`src/rtl/mbx_pkg.sv`:
```
package mbx_pkg;
    localparam int unsigned LANE_W = 8;

    typedef struct packed {
        logic wr_pend;
        logic rd_pend;
    } irq_st_t;
endpackage

```
`src/rtl/mbx_store.sv`:
```
module mbx_store #(
    parameter int unsigned NUM_BOX = 4,
    parameter int unsigned DW      = 32,
    localparam int unsigned NB     = DW / mbx_pkg::LANE_W,
    localparam int unsigned BW     = $clog2(NUM_BOX),
    localparam int unsigned AW     = BW + 3
) (
    input  logic          clk,
    input  logic          rst_n,
    input  logic          loc_sel,
    input  logic          loc_wr,
    input  logic [AW-1:0] loc_addr,
    input  logic [NB-1:0] loc_be,
    input  logic [DW-1:0] loc_wdata,
    output logic [DW-1:0] loc_rdata,
    input  logic          host_sel,
    input  logic          host_wr,
    input  logic [BW-1:0] host_box,
    input  logic [NB-1:0] host_be,
    input  logic [DW-1:0] host_wdata,
    output logic [DW-1:0] host_rdata
);
    localparam int unsigned LW = mbx_pkg::LANE_W;

    typedef logic [NUM_BOX-1:0][DW-1:0] bank_t;
    typedef struct packed {
        bank_t inb;
        bank_t outb;
    } data_t;
    typedef struct packed {
        logic [DW-1:0] lrd;
        logic [DW-1:0] hrd;
    } rd_t;

    data_t         dat_d, dat_q;
    rd_t           rd_d, rd_q;
    logic [BW-1:0] loc_box;
    logic          loc_out;

    assign loc_box = loc_addr[AW-2:2];
    assign loc_out = loc_addr[AW-1];

    always_comb begin
        dat_d = dat_q;
        rd_d  = rd_q;
        if (loc_sel && !loc_wr) begin
            rd_d.lrd = loc_out ? dat_q.outb[loc_box] : dat_q.inb[loc_box];
        end
        if (host_sel && !host_wr) begin
            rd_d.hrd = dat_q.outb[host_box];
        end
        for (int l = 0; l < NB; l++) begin
            if (loc_sel && loc_wr && loc_out && loc_be[l]) begin
                dat_d.outb[loc_box][l*LW +: LW] = loc_wdata[l*LW +: LW];
            end
            if (host_sel && host_wr && host_be[l]) begin
                dat_d.inb[host_box][l*LW +: LW] = host_wdata[l*LW +: LW];
            end
        end
    end

    always_ff @(posedge clk) begin
        dat_q <= dat_d;
    end

    always_ff @(posedge clk or negedge rst_n) begin
        if (!rst_n) rd_q <= '0;
        else        rd_q <= rd_d;
    end

    assign loc_rdata  = rd_q.lrd;
    assign host_rdata = rd_q.hrd;

    AST_LRD_HOLD: assert property (@(posedge clk) disable iff (!rst_n)
        !(loc_sel && !loc_wr) |=> $stable(loc_rdata));
    AST_IN_LOCAL_WR: assert property (@(posedge clk) disable iff (!rst_n)
        (loc_sel && loc_wr && !loc_out && !(host_sel && host_wr))
        |=> (dat_q.inb === $past(dat_q.inb)));
    AST_OUT_NO_LANE: assert property (@(posedge clk) disable iff (!rst_n)
        (loc_sel && loc_wr && loc_out && (loc_be == '0))
        |=> (dat_q.outb === $past(dat_q.outb)));
endmodule

```
`src/rtl/mbx_flags.sv`:
```
module mbx_flags #(
    parameter int unsigned NUM_BOX = 4,
    localparam int unsigned BW     = $clog2(NUM_BOX),
    localparam int unsigned AW     = BW + 3
) (
    input  logic               clk,
    input  logic               rst_n,
    input  logic               loc_sel,
    input  logic               loc_wr,
    input  logic [AW-1:0]      loc_addr,
    input  logic               host_sel,
    input  logic               host_wr,
    input  logic [BW-1:0]      host_box,
    output logic [NUM_BOX-1:0] in_full,
    output logic [NUM_BOX-1:0] out_full
);
    typedef struct packed {
        logic [NUM_BOX-1:0] inf;
        logic [NUM_BOX-1:0] outf;
    } flag_t;

    flag_t         fl_d, fl_q;
    logic [BW-1:0] loc_box;
    logic          loc_out;

    assign loc_box = loc_addr[AW-2:2];
    assign loc_out = loc_addr[AW-1];

    always_comb begin
        fl_d = fl_q;
        if (loc_sel && !loc_wr && !loc_out) fl_d.inf[loc_box]   = 1'b0;
        if (host_sel && host_wr)            fl_d.inf[host_box]  = 1'b1;
        if (host_sel && !host_wr)           fl_d.outf[host_box] = 1'b0;
        if (loc_sel && loc_wr && loc_out)   fl_d.outf[loc_box]  = 1'b1;
    end

    always_ff @(posedge clk or negedge rst_n) begin
        if (!rst_n) fl_q <= '0;
        else        fl_q <= fl_d;
    end

    assign in_full  = fl_q.inf;
    assign out_full = fl_q.outf;

    AST_OUTF_SET: assert property (@(posedge clk) disable iff (!rst_n)
        (loc_sel && loc_wr && loc_out) |=> out_full[$past(loc_box)]);
    AST_INF_SET: assert property (@(posedge clk) disable iff (!rst_n)
        (host_sel && host_wr) |=> in_full[$past(host_box)]);
    AST_INF_LOCAL_WR: assert property (@(posedge clk) disable iff (!rst_n)
        (loc_sel && loc_wr && !loc_out && !(host_sel && host_wr)) |=> $stable(in_full));
endmodule

```
`src/rtl/mbx_irq.sv`:
```
module mbx_irq #(
    parameter int unsigned NUM_BOX = 4,
    parameter int unsigned NB      = 4,
    localparam int unsigned BW     = $clog2(NUM_BOX),
    localparam int unsigned LB     = $clog2(NB),
    localparam int unsigned AW     = BW + 3
) (
    input  logic          clk,
    input  logic          rst_n,
    input  logic          loc_sel,
    input  logic          loc_wr,
    input  logic [AW-1:0] loc_addr,
    input  logic [NB-1:0] loc_be,
    input  logic          cfg_wr_en,
    input  logic [BW-1:0] cfg_wr_box,
    input  logic [LB-1:0] cfg_wr_byte,
    input  logic          cfg_rd_en,
    input  logic [BW-1:0] cfg_rd_box,
    input  logic [LB-1:0] cfg_rd_byte,
    input  logic          clr_wr,
    input  logic          clr_rd,
    output logic          wr_pend,
    output logic          rd_pend,
    output logic          irq
);
    mbx_pkg::irq_st_t st_d, st_q;
    logic [BW-1:0]    loc_box;
    logic             loc_out;
    logic             wr_hit, rd_hit;

    assign loc_box = loc_addr[AW-2:2];
    assign loc_out = loc_addr[AW-1];

    always_comb begin
        wr_hit = cfg_wr_en && loc_sel && loc_wr && loc_out &&
                 (loc_box == cfg_wr_box) && loc_be[cfg_wr_byte];
        rd_hit = cfg_rd_en && loc_sel && !loc_wr && !loc_out &&
                 (loc_box == cfg_rd_box) && loc_be[cfg_rd_byte];
        st_d = st_q;
        if (clr_wr) st_d.wr_pend = 1'b0;
        if (wr_hit) st_d.wr_pend = 1'b1;
        if (clr_rd) st_d.rd_pend = 1'b0;
        if (rd_hit) st_d.rd_pend = 1'b1;
    end

    always_ff @(posedge clk or negedge rst_n) begin
        if (!rst_n) st_q <= '0;
        else        st_q <= st_d;
    end

    assign wr_pend = st_q.wr_pend;
    assign rd_pend = st_q.rd_pend;
    assign irq     = st_q.wr_pend | st_q.rd_pend;

    AST_WR_STICKY: assert property (@(posedge clk) disable iff (!rst_n)
        (wr_pend && !clr_wr) |=> wr_pend);
    AST_RD_STICKY: assert property (@(posedge clk) disable iff (!rst_n)
        (rd_pend && !clr_rd) |=> rd_pend);
    AST_WR_QUIET: assert property (@(posedge clk) disable iff (!rst_n)
        (!wr_pend && !(loc_sel && loc_wr && loc_out)) |=> !wr_pend);
    AST_IN_WR_NOIRQ: assert property (@(posedge clk) disable iff (!rst_n)
        (loc_sel && loc_wr && !loc_out && !rd_pend) |=> !rd_pend);
endmodule

```
`src/rtl/mailbox_bank.sv`:
```
module mailbox_bank #(
    parameter int unsigned NUM_BOX = 4,
    parameter int unsigned DW      = 32,
    localparam int unsigned NB     = DW / mbx_pkg::LANE_W,
    localparam int unsigned BW     = $clog2(NUM_BOX),
    localparam int unsigned LB     = $clog2(NB),
    localparam int unsigned AW     = BW + 3
) (
    input  logic               clk,
    input  logic               rst_n,
    input  logic               loc_sel,
    input  logic               loc_wr,
    input  logic [AW-1:0]      loc_addr,
    input  logic [NB-1:0]      loc_be,
    input  logic [DW-1:0]      loc_wdata,
    output logic [DW-1:0]      loc_rdata,
    input  logic               host_sel,
    input  logic               host_wr,
    input  logic [BW-1:0]      host_box,
    input  logic [NB-1:0]      host_be,
    input  logic [DW-1:0]      host_wdata,
    output logic [DW-1:0]      host_rdata,
    input  logic               cfg_wr_en,
    input  logic [BW-1:0]      cfg_wr_box,
    input  logic [LB-1:0]      cfg_wr_byte,
    input  logic               cfg_rd_en,
    input  logic [BW-1:0]      cfg_rd_box,
    input  logic [LB-1:0]      cfg_rd_byte,
    input  logic               clr_wr,
    input  logic               clr_rd,
    output logic [NUM_BOX-1:0] in_full,
    output logic [NUM_BOX-1:0] out_full,
    output logic               wr_pend,
    output logic               rd_pend,
    output logic               irq
);
    mbx_store #(.NUM_BOX(NUM_BOX), .DW(DW)) u_store (
        .clk(clk), .rst_n(rst_n),
        .loc_sel(loc_sel), .loc_wr(loc_wr), .loc_addr(loc_addr),
        .loc_be(loc_be), .loc_wdata(loc_wdata), .loc_rdata(loc_rdata),
        .host_sel(host_sel), .host_wr(host_wr), .host_box(host_box),
        .host_be(host_be), .host_wdata(host_wdata), .host_rdata(host_rdata)
    );

    mbx_flags #(.NUM_BOX(NUM_BOX)) u_flags (
        .clk(clk), .rst_n(rst_n),
        .loc_sel(loc_sel), .loc_wr(loc_wr), .loc_addr(loc_addr),
        .host_sel(host_sel), .host_wr(host_wr), .host_box(host_box),
        .in_full(in_full), .out_full(out_full)
    );

    mbx_irq #(.NUM_BOX(NUM_BOX), .NB(NB)) u_irq (
        .clk(clk), .rst_n(rst_n),
        .loc_sel(loc_sel), .loc_wr(loc_wr), .loc_addr(loc_addr), .loc_be(loc_be),
        .cfg_wr_en(cfg_wr_en), .cfg_wr_box(cfg_wr_box), .cfg_wr_byte(cfg_wr_byte),
        .cfg_rd_en(cfg_rd_en), .cfg_rd_box(cfg_rd_box), .cfg_rd_byte(cfg_rd_byte),
        .clr_wr(clr_wr), .clr_rd(clr_rd),
        .wr_pend(wr_pend), .rd_pend(rd_pend), .irq(irq)
    );
endmodule

```
`config.mk`:
```
export PLATFORM = sky130hd
export DESIGN_NAME = mailbox_bank
export DESIGN_NICKNAME = d
export VERILOG_FILES = /design/src/rtl/mbx_pkg.sv /design/src/rtl/mbx_store.sv /design/src/rtl/mbx_flags.sv /design/src/rtl/mbx_irq.sv /design/src/rtl/mailbox_bank.sv
export SDC_FILE = /design/constraint.sdc
export NUM_CORES = 1
export LEC_CHECK = 0
export BUFFER_PORTS_ARGS = -buffer_cell sky130_fd_sc_hd__buf_2
export CORE_ASPECT_RATIO = 0.9
export CORE_UTILIZATION = 55
export DETAILED_ROUTE_END_ITERATION = 10
export PLACE_DENSITY = 0.76
export SYNTH_ARGS = -nofsm -noshare
export SYNTH_HDL_FRONTEND = slang
export SYNTH_SLANG_ARGS = --single-unit
```
`constraint.sdc`:
```
create_clock -name clk -period 1.32 [get_ports clk]
set_input_delay 0.264 -clock clk [delete_from_list [all_inputs] [get_ports clk]]
set_output_delay 0.264 -clock clk [all_outputs]
set_load 0.01 [all_outputs]
```
* Word-level counts from Yosys, hierarchy flattened *
Index checks and enable logic that the tools add are counted.

storage, ports and cells
  input bits = 97
  register bits after elaboration = 330
  output and inout bits = 75

cells by class
  mux-type cells = 55
  equality and inequality tests = 2
  $lt $le $gt $ge = 6
  bitwise gates (word level) = 7
  reductions and logical operators = 31

operators by type and width
  kind                number
  $bwmux 128          8
  $mux 128            8
  $demux 32 s2        8
  $bmux 32 s2         3
  $mux 32             6
  $mux 24             2
  $mux 16             2
  $logic_and 1x1->1   26
  $mux 4              4
  $mux 8              2
  $lt 2x3->1 const B  4
  $and 4x4->4         2
  $mux 1              8
  $not 4->4           2
  $or 4x4->4          2
  $bmux 1 s2          2
  $demux 1 s2         2
  $eq 2x2->1          2
  $ge 2x1->1 const B  2
  $reduce_bool 2->1   2
  $logic_not 1->1     3
  $or 1x1->1          1

* Longest topological paths before layout *
  word-level depth = 12
  depth in mapped cells = 6
  depth with buffers taken out = 3

* Cells and area by module *
Synthesis repeated with hierarchy kept, for this count alone.

second synthesis, totals
  cells, all modules = 857
  area, all modules = 14038.5 um2

by module, submodules not included
  module     cells each  area each (um2)  times used  seq. area each (um2)
  mbx_store  808         13496.7          1           9288.9
  mbx_flags  34          354.1            1           200.2
  mbx_irq    15          187.7            1           50.0

* Worst setup path after synthesis *
Ideal clock, no wire load.

  kind = input-to-reg
  from = input loc_addr[4]
  to = register u_store.dat_q[56] (netlist bit) (enable)
  cell stages on the path = 3
  library setup time = 0.380 ns
  path buffers = 1
  setup slack = -0.264 ns
  data arrival time = 1.205 ns
  path through = buf_4 -> nand4_1 -> nor2_1

on the way
  word-level cells in the longest chain between the ends = 9
  elaborated cells between the ends (all ways) = 12

RTL lines
  item                    RTL line            source
  start: declaration      mailbox_bank.sv:13  input logic [AW-1:0] loc_addr,
  $logic_and 1x1->1 *     mbx_store.sv:53     if (loc_sel && loc_wr && loc_out && loc_be[l]) begin
  $logic_and 1x1->1       mbx_store.sv:53
  $mux 128                mbx_store.sv:53
  $bwmux 128              mbx_store.sv:54     dat_d.outb[loc_box][l*LW +: LW] = loc_wdata[l*LW +: LW];
  $mux 128                mbx_store.sv:53
  $bwmux 128              mbx_store.sv:54
  $mux 128                mbx_store.sv:53
  $bwmux 128              mbx_store.sv:54
  $mux 128 *              mbx_store.sv:53
  end signal: assignment  mbx_store.sv:63     dat_q <= dat_d;
  end: declaration        mbx_store.sv:35     data_t dat_d, dat_q;

Every way passes the cells marked *; elsewhere a longest branch is shown, timed or not.
A chain may end at the register's enable or synchronous reset.

* Worst setup path in the final report *
  from = register u_irq.st_q (netlist bit u_irq.wr_pend)
  to = output irq

on the way
  word-level cells in the longest chain between the ends = 1

RTL lines
  item                      RTL line            source
  start: declaration        mbx_irq.sv:26       mbx_pkg::irq_st_t st_d, st_q;
  start signal: assignment  mbx_irq.sv:48       else st_q <= st_d;
  $or 1x1->1                mbx_irq.sv:53       assign irq = st_q.wr_pend | st_q.rd_pend;
  end: declaration          mailbox_bank.sv:35  output logic irq

No other way between the ends.

==> implementation parameters <==
Parameter                              Value

Pwr
  Leakage dissipation ... 7.05 nW
  Power per standard cell area ... ~1300 nW/µm²
  Worst IR Drop VDD ... 0.000829 V

Global routing
  Via count of the first global-routing pass ... 9,053
  Antenna violations before repair ... 0
  Maximum number of pins on one net before global-route repair ... 34
  Total overflow reported by the global router ... 0
  Global-route wire length before repair ... roughly 52 mm
  GRT Overall Usage ... around a quarter

Floorplan
  Die height ... roughly 150 µm
  Total number of placement rows ... between 50 and 60
  Starting utilization of the core area ... between 50% and 60%
  Num ports ... 172
  DIE AREA ... approximately 26,000 µm²
  Die Width ... 171 µm
  Area of the placeable core ... 25,300 µm²

Placed design
  DP Cell Count ... roughly 1,500
  Detailed Place HPWL ... about 23 mm
  IO Port Bufs ... 169
  Final RePlAce weighted congestion ... a little over 0.8

Logic synthesis
  Synthesized netlist cell count ... around 900
  Flops & latches, synth ... between 300 and 400
  Number of enable flip-flop cells after synthesis ... ~260
  Library cell occupying the most area in the post-synthesis netlist ... edfxtp_1
  Largest cells by area after synthesis ... edfxtp_1, dfrtp_1, mux4_2
  Mean area per synthesized cell ... between 15 and 20 µm²
  Synthesized net count ... 1,015
  Area share of the largest cell type after synthesis ... between 50 and 60%
  Fraction of synthesis flops using an asynchronous set or reset pin ... roughly 22%
  Sequential-to-total area share from yosys stat ... 67.2%
  Number of distinct library cells after synthesis ... 36
  Yosys warning count ... 0
  Post-Synthesis Cell Area ... between 10,000 and 15,000 µm²
  Flip-flop cell with the highest count after synthesis ... edfxtp_1

Clock tree
  Number of clock sinks ... 330
  Max clock buf depth ... 3
  CTS clock-pin slew for the worst setup and hold paths ... 60 ps
  TritonCTS Buffers ... 35
  Clock root buffer master ... clkbuf_16
  Source-to-sink clock delay at the later pin of the worst-skew pair ... approximately 520 ps
  CTS tree ... yes
  H-tree levels ... 2

Timing
  Max-Slew Margin vs Limit ... 70.9%
  Setup repair after global routing missed its margin ... yes
  Worst Tran Pin Value ... 436 ps
  Final worst path period share ... 117%
  Hold violation total from the final report ... 0
  Highest attainable clock frequency ... 0.649 GHz
  Post-Route Skew ... roughly 16 ps
  Final min period ... roughly 1500 ps
  Worst setup slack after layout ... -221 ps
  Setup violators final ... 23
  Pins over their slew limit ... 0

Route
  Total vias in the final route ... 9,053
  DR vias/cell ... 5.67
  Antenna Nets Post-Route ... 0
  DRT Wirelength ... approximately 34 mm
  Drt wl/cell ... 21.6 µm
  Drt first-iter violations ... 788
  Remaining routing DRC violations ... 0
  Length of the first detailed-routing pass in iterations ... 5

Setup path
  Crit path kind ... reg -> out
  Category of the worst setup path capture point ... output port
  Critical path fanouts, max ... 3
  Reg-to-reg slack, setup ... approximately 20 ps
  Startpoint Class ... flop
  Worst Path Required ... around 1100 ps
  Arrival time worst endpoint ... between 1000 and 1500 ps

Layout
  Layout area overhead ... 28.2%
  Proportion of layout cells with a drive suffix above 1 ... 38.1%
  Final core area utilization ... 72.1%
  Most frequent standard cell in the layout excluding fill and tap cells ... edfxtp_1
  Final std cells w/o fill ... 1,596
  Final net count ... ~1,300
  Antenna diode instance count ... 0
  Leading cell types in the layout, fill and taps excluded ... edfxtp_1, buf_2, nand2_1

Flow run
  MaxCap Viol Count ... 0

Outcome
  Outcome ... finished, violations left
  Violated checks ... setup timing

Min path
  Worst min path class ... in -> reg
synthesized netlist by cell type (9+ instances only):
library cell	n
buf_2	16
mux2_1	14
nand2b_1	9
clkbuf_1	20
edfxtp_1	256
mux2_2	50
o31ai_2	22
dfrtp_1	74
nand2_1	132
mux2i_1	64
a22o_1	32
mux4_2	34
nor2_1	11
and2_1	88
o22ai_1	32
o31ai_1	14
through the flow:
| step | setup WS, ps | hold slack, ps | instance area [µm²] | setup TNS (ps) | power, W |
|---|---|---|---|---|---|
| floorplan | -108 | -31.6 | 14300 | -7000 | 0.0132 |
| global placement | -259 | 130 | 16200 | -59820 | 0.0144 |
| detailed placement | -323 | 133 | 16200 | -64030 | 0.0144 |
| CTS | -214 | 28.9 | 18000 | -1230 | 0.0242 |
| global route | -246 | 26.0 | 18200 | -1750 | 0.0250 |
| finish | -221 | 38.2 | 18200 | -816 | 0.0243 |
metal layers:
metal | routed length (µm) | global-route usage (%) | up-vias
li1 | - | - | 4102
met5 | 0 | 0 | -
met3 | 2710 | 5.76 | 74
met4 | 1160 | 9.61 | 0
met1 | 14400 | 37.7 | 4484
met2 | 16200 | 41.2 | 393
sequential cells by signal (all words and copies together) (netlist names):
register and count:
u_irq.wr_pend 1, u_flags.in_full 4, u_store.dat_q 256, u_store.host_rdata 32, u_store.loc_rdata 32, u_flags.out_full 4
u_irq.rd_pend 1
logic make-up (layout without fill, tap and decap cells):
logic type	Yosys count	in the layout	share of synthesized area (%)
multiplexers	162	162	15.0
XOR/XNOR	4	4	0.247
AO/OA/AOI/OAI	112	112	6.59
flip-flops	330	330	67.2
buffers and inverters	55	391	2.20
AND/OR/NAND/NOR	255	255	8.76
final cells by class:
type	count	area, µm²
sequential	330	9540
clock inverter	21	214
multi-input combinational	533	4480
timing repair buffer	328	2640
tap	342	428
inverter	1	3.75
clock buffer	41	898
fill	1639	7060
power breakdown:
part           switching, W  leakage (nW)  total (W)  internal, W
Combinational       0.00139          3.43    0.00277      0.00138
Sequential         0.000281          3.08     0.0119       0.0116
Clock               0.00391         0.543    0.00958      0.00568
repair_timing:
item,CTS,global route
hold endpoints to repair,268,0
hold buffers,51,0
pin swaps,0,0
gates resized for setup,18,16
setup endpoints to repair,41,68
setup buffers,9,17
worst paths after layout:
check / from / end / cells past startpoint
setup / recovery: u_irq.wr_pend / irq / 2
hold / removal: clr_wr / u_irq.wr_pend / 3
setup reg to reg: u_store.dat_q[108] / u_store.loc_rdata[12] / 3
hold reg to reg: u_store.host_rdata[8] / u_store.host_rdata[8] / 2
max in group asynchronous: rst_n / u_store.host_rdata[0] / 3
min in group asynchronous: rst_n / u_store.host_rdata[26] / 2
worst max-delay path: stages, from the launching register on:
cell,delay [ps]
dfrtp_1,400
or2_4,250
buf_6,120
No activity file was read; power rests on OpenSTA's default activity.
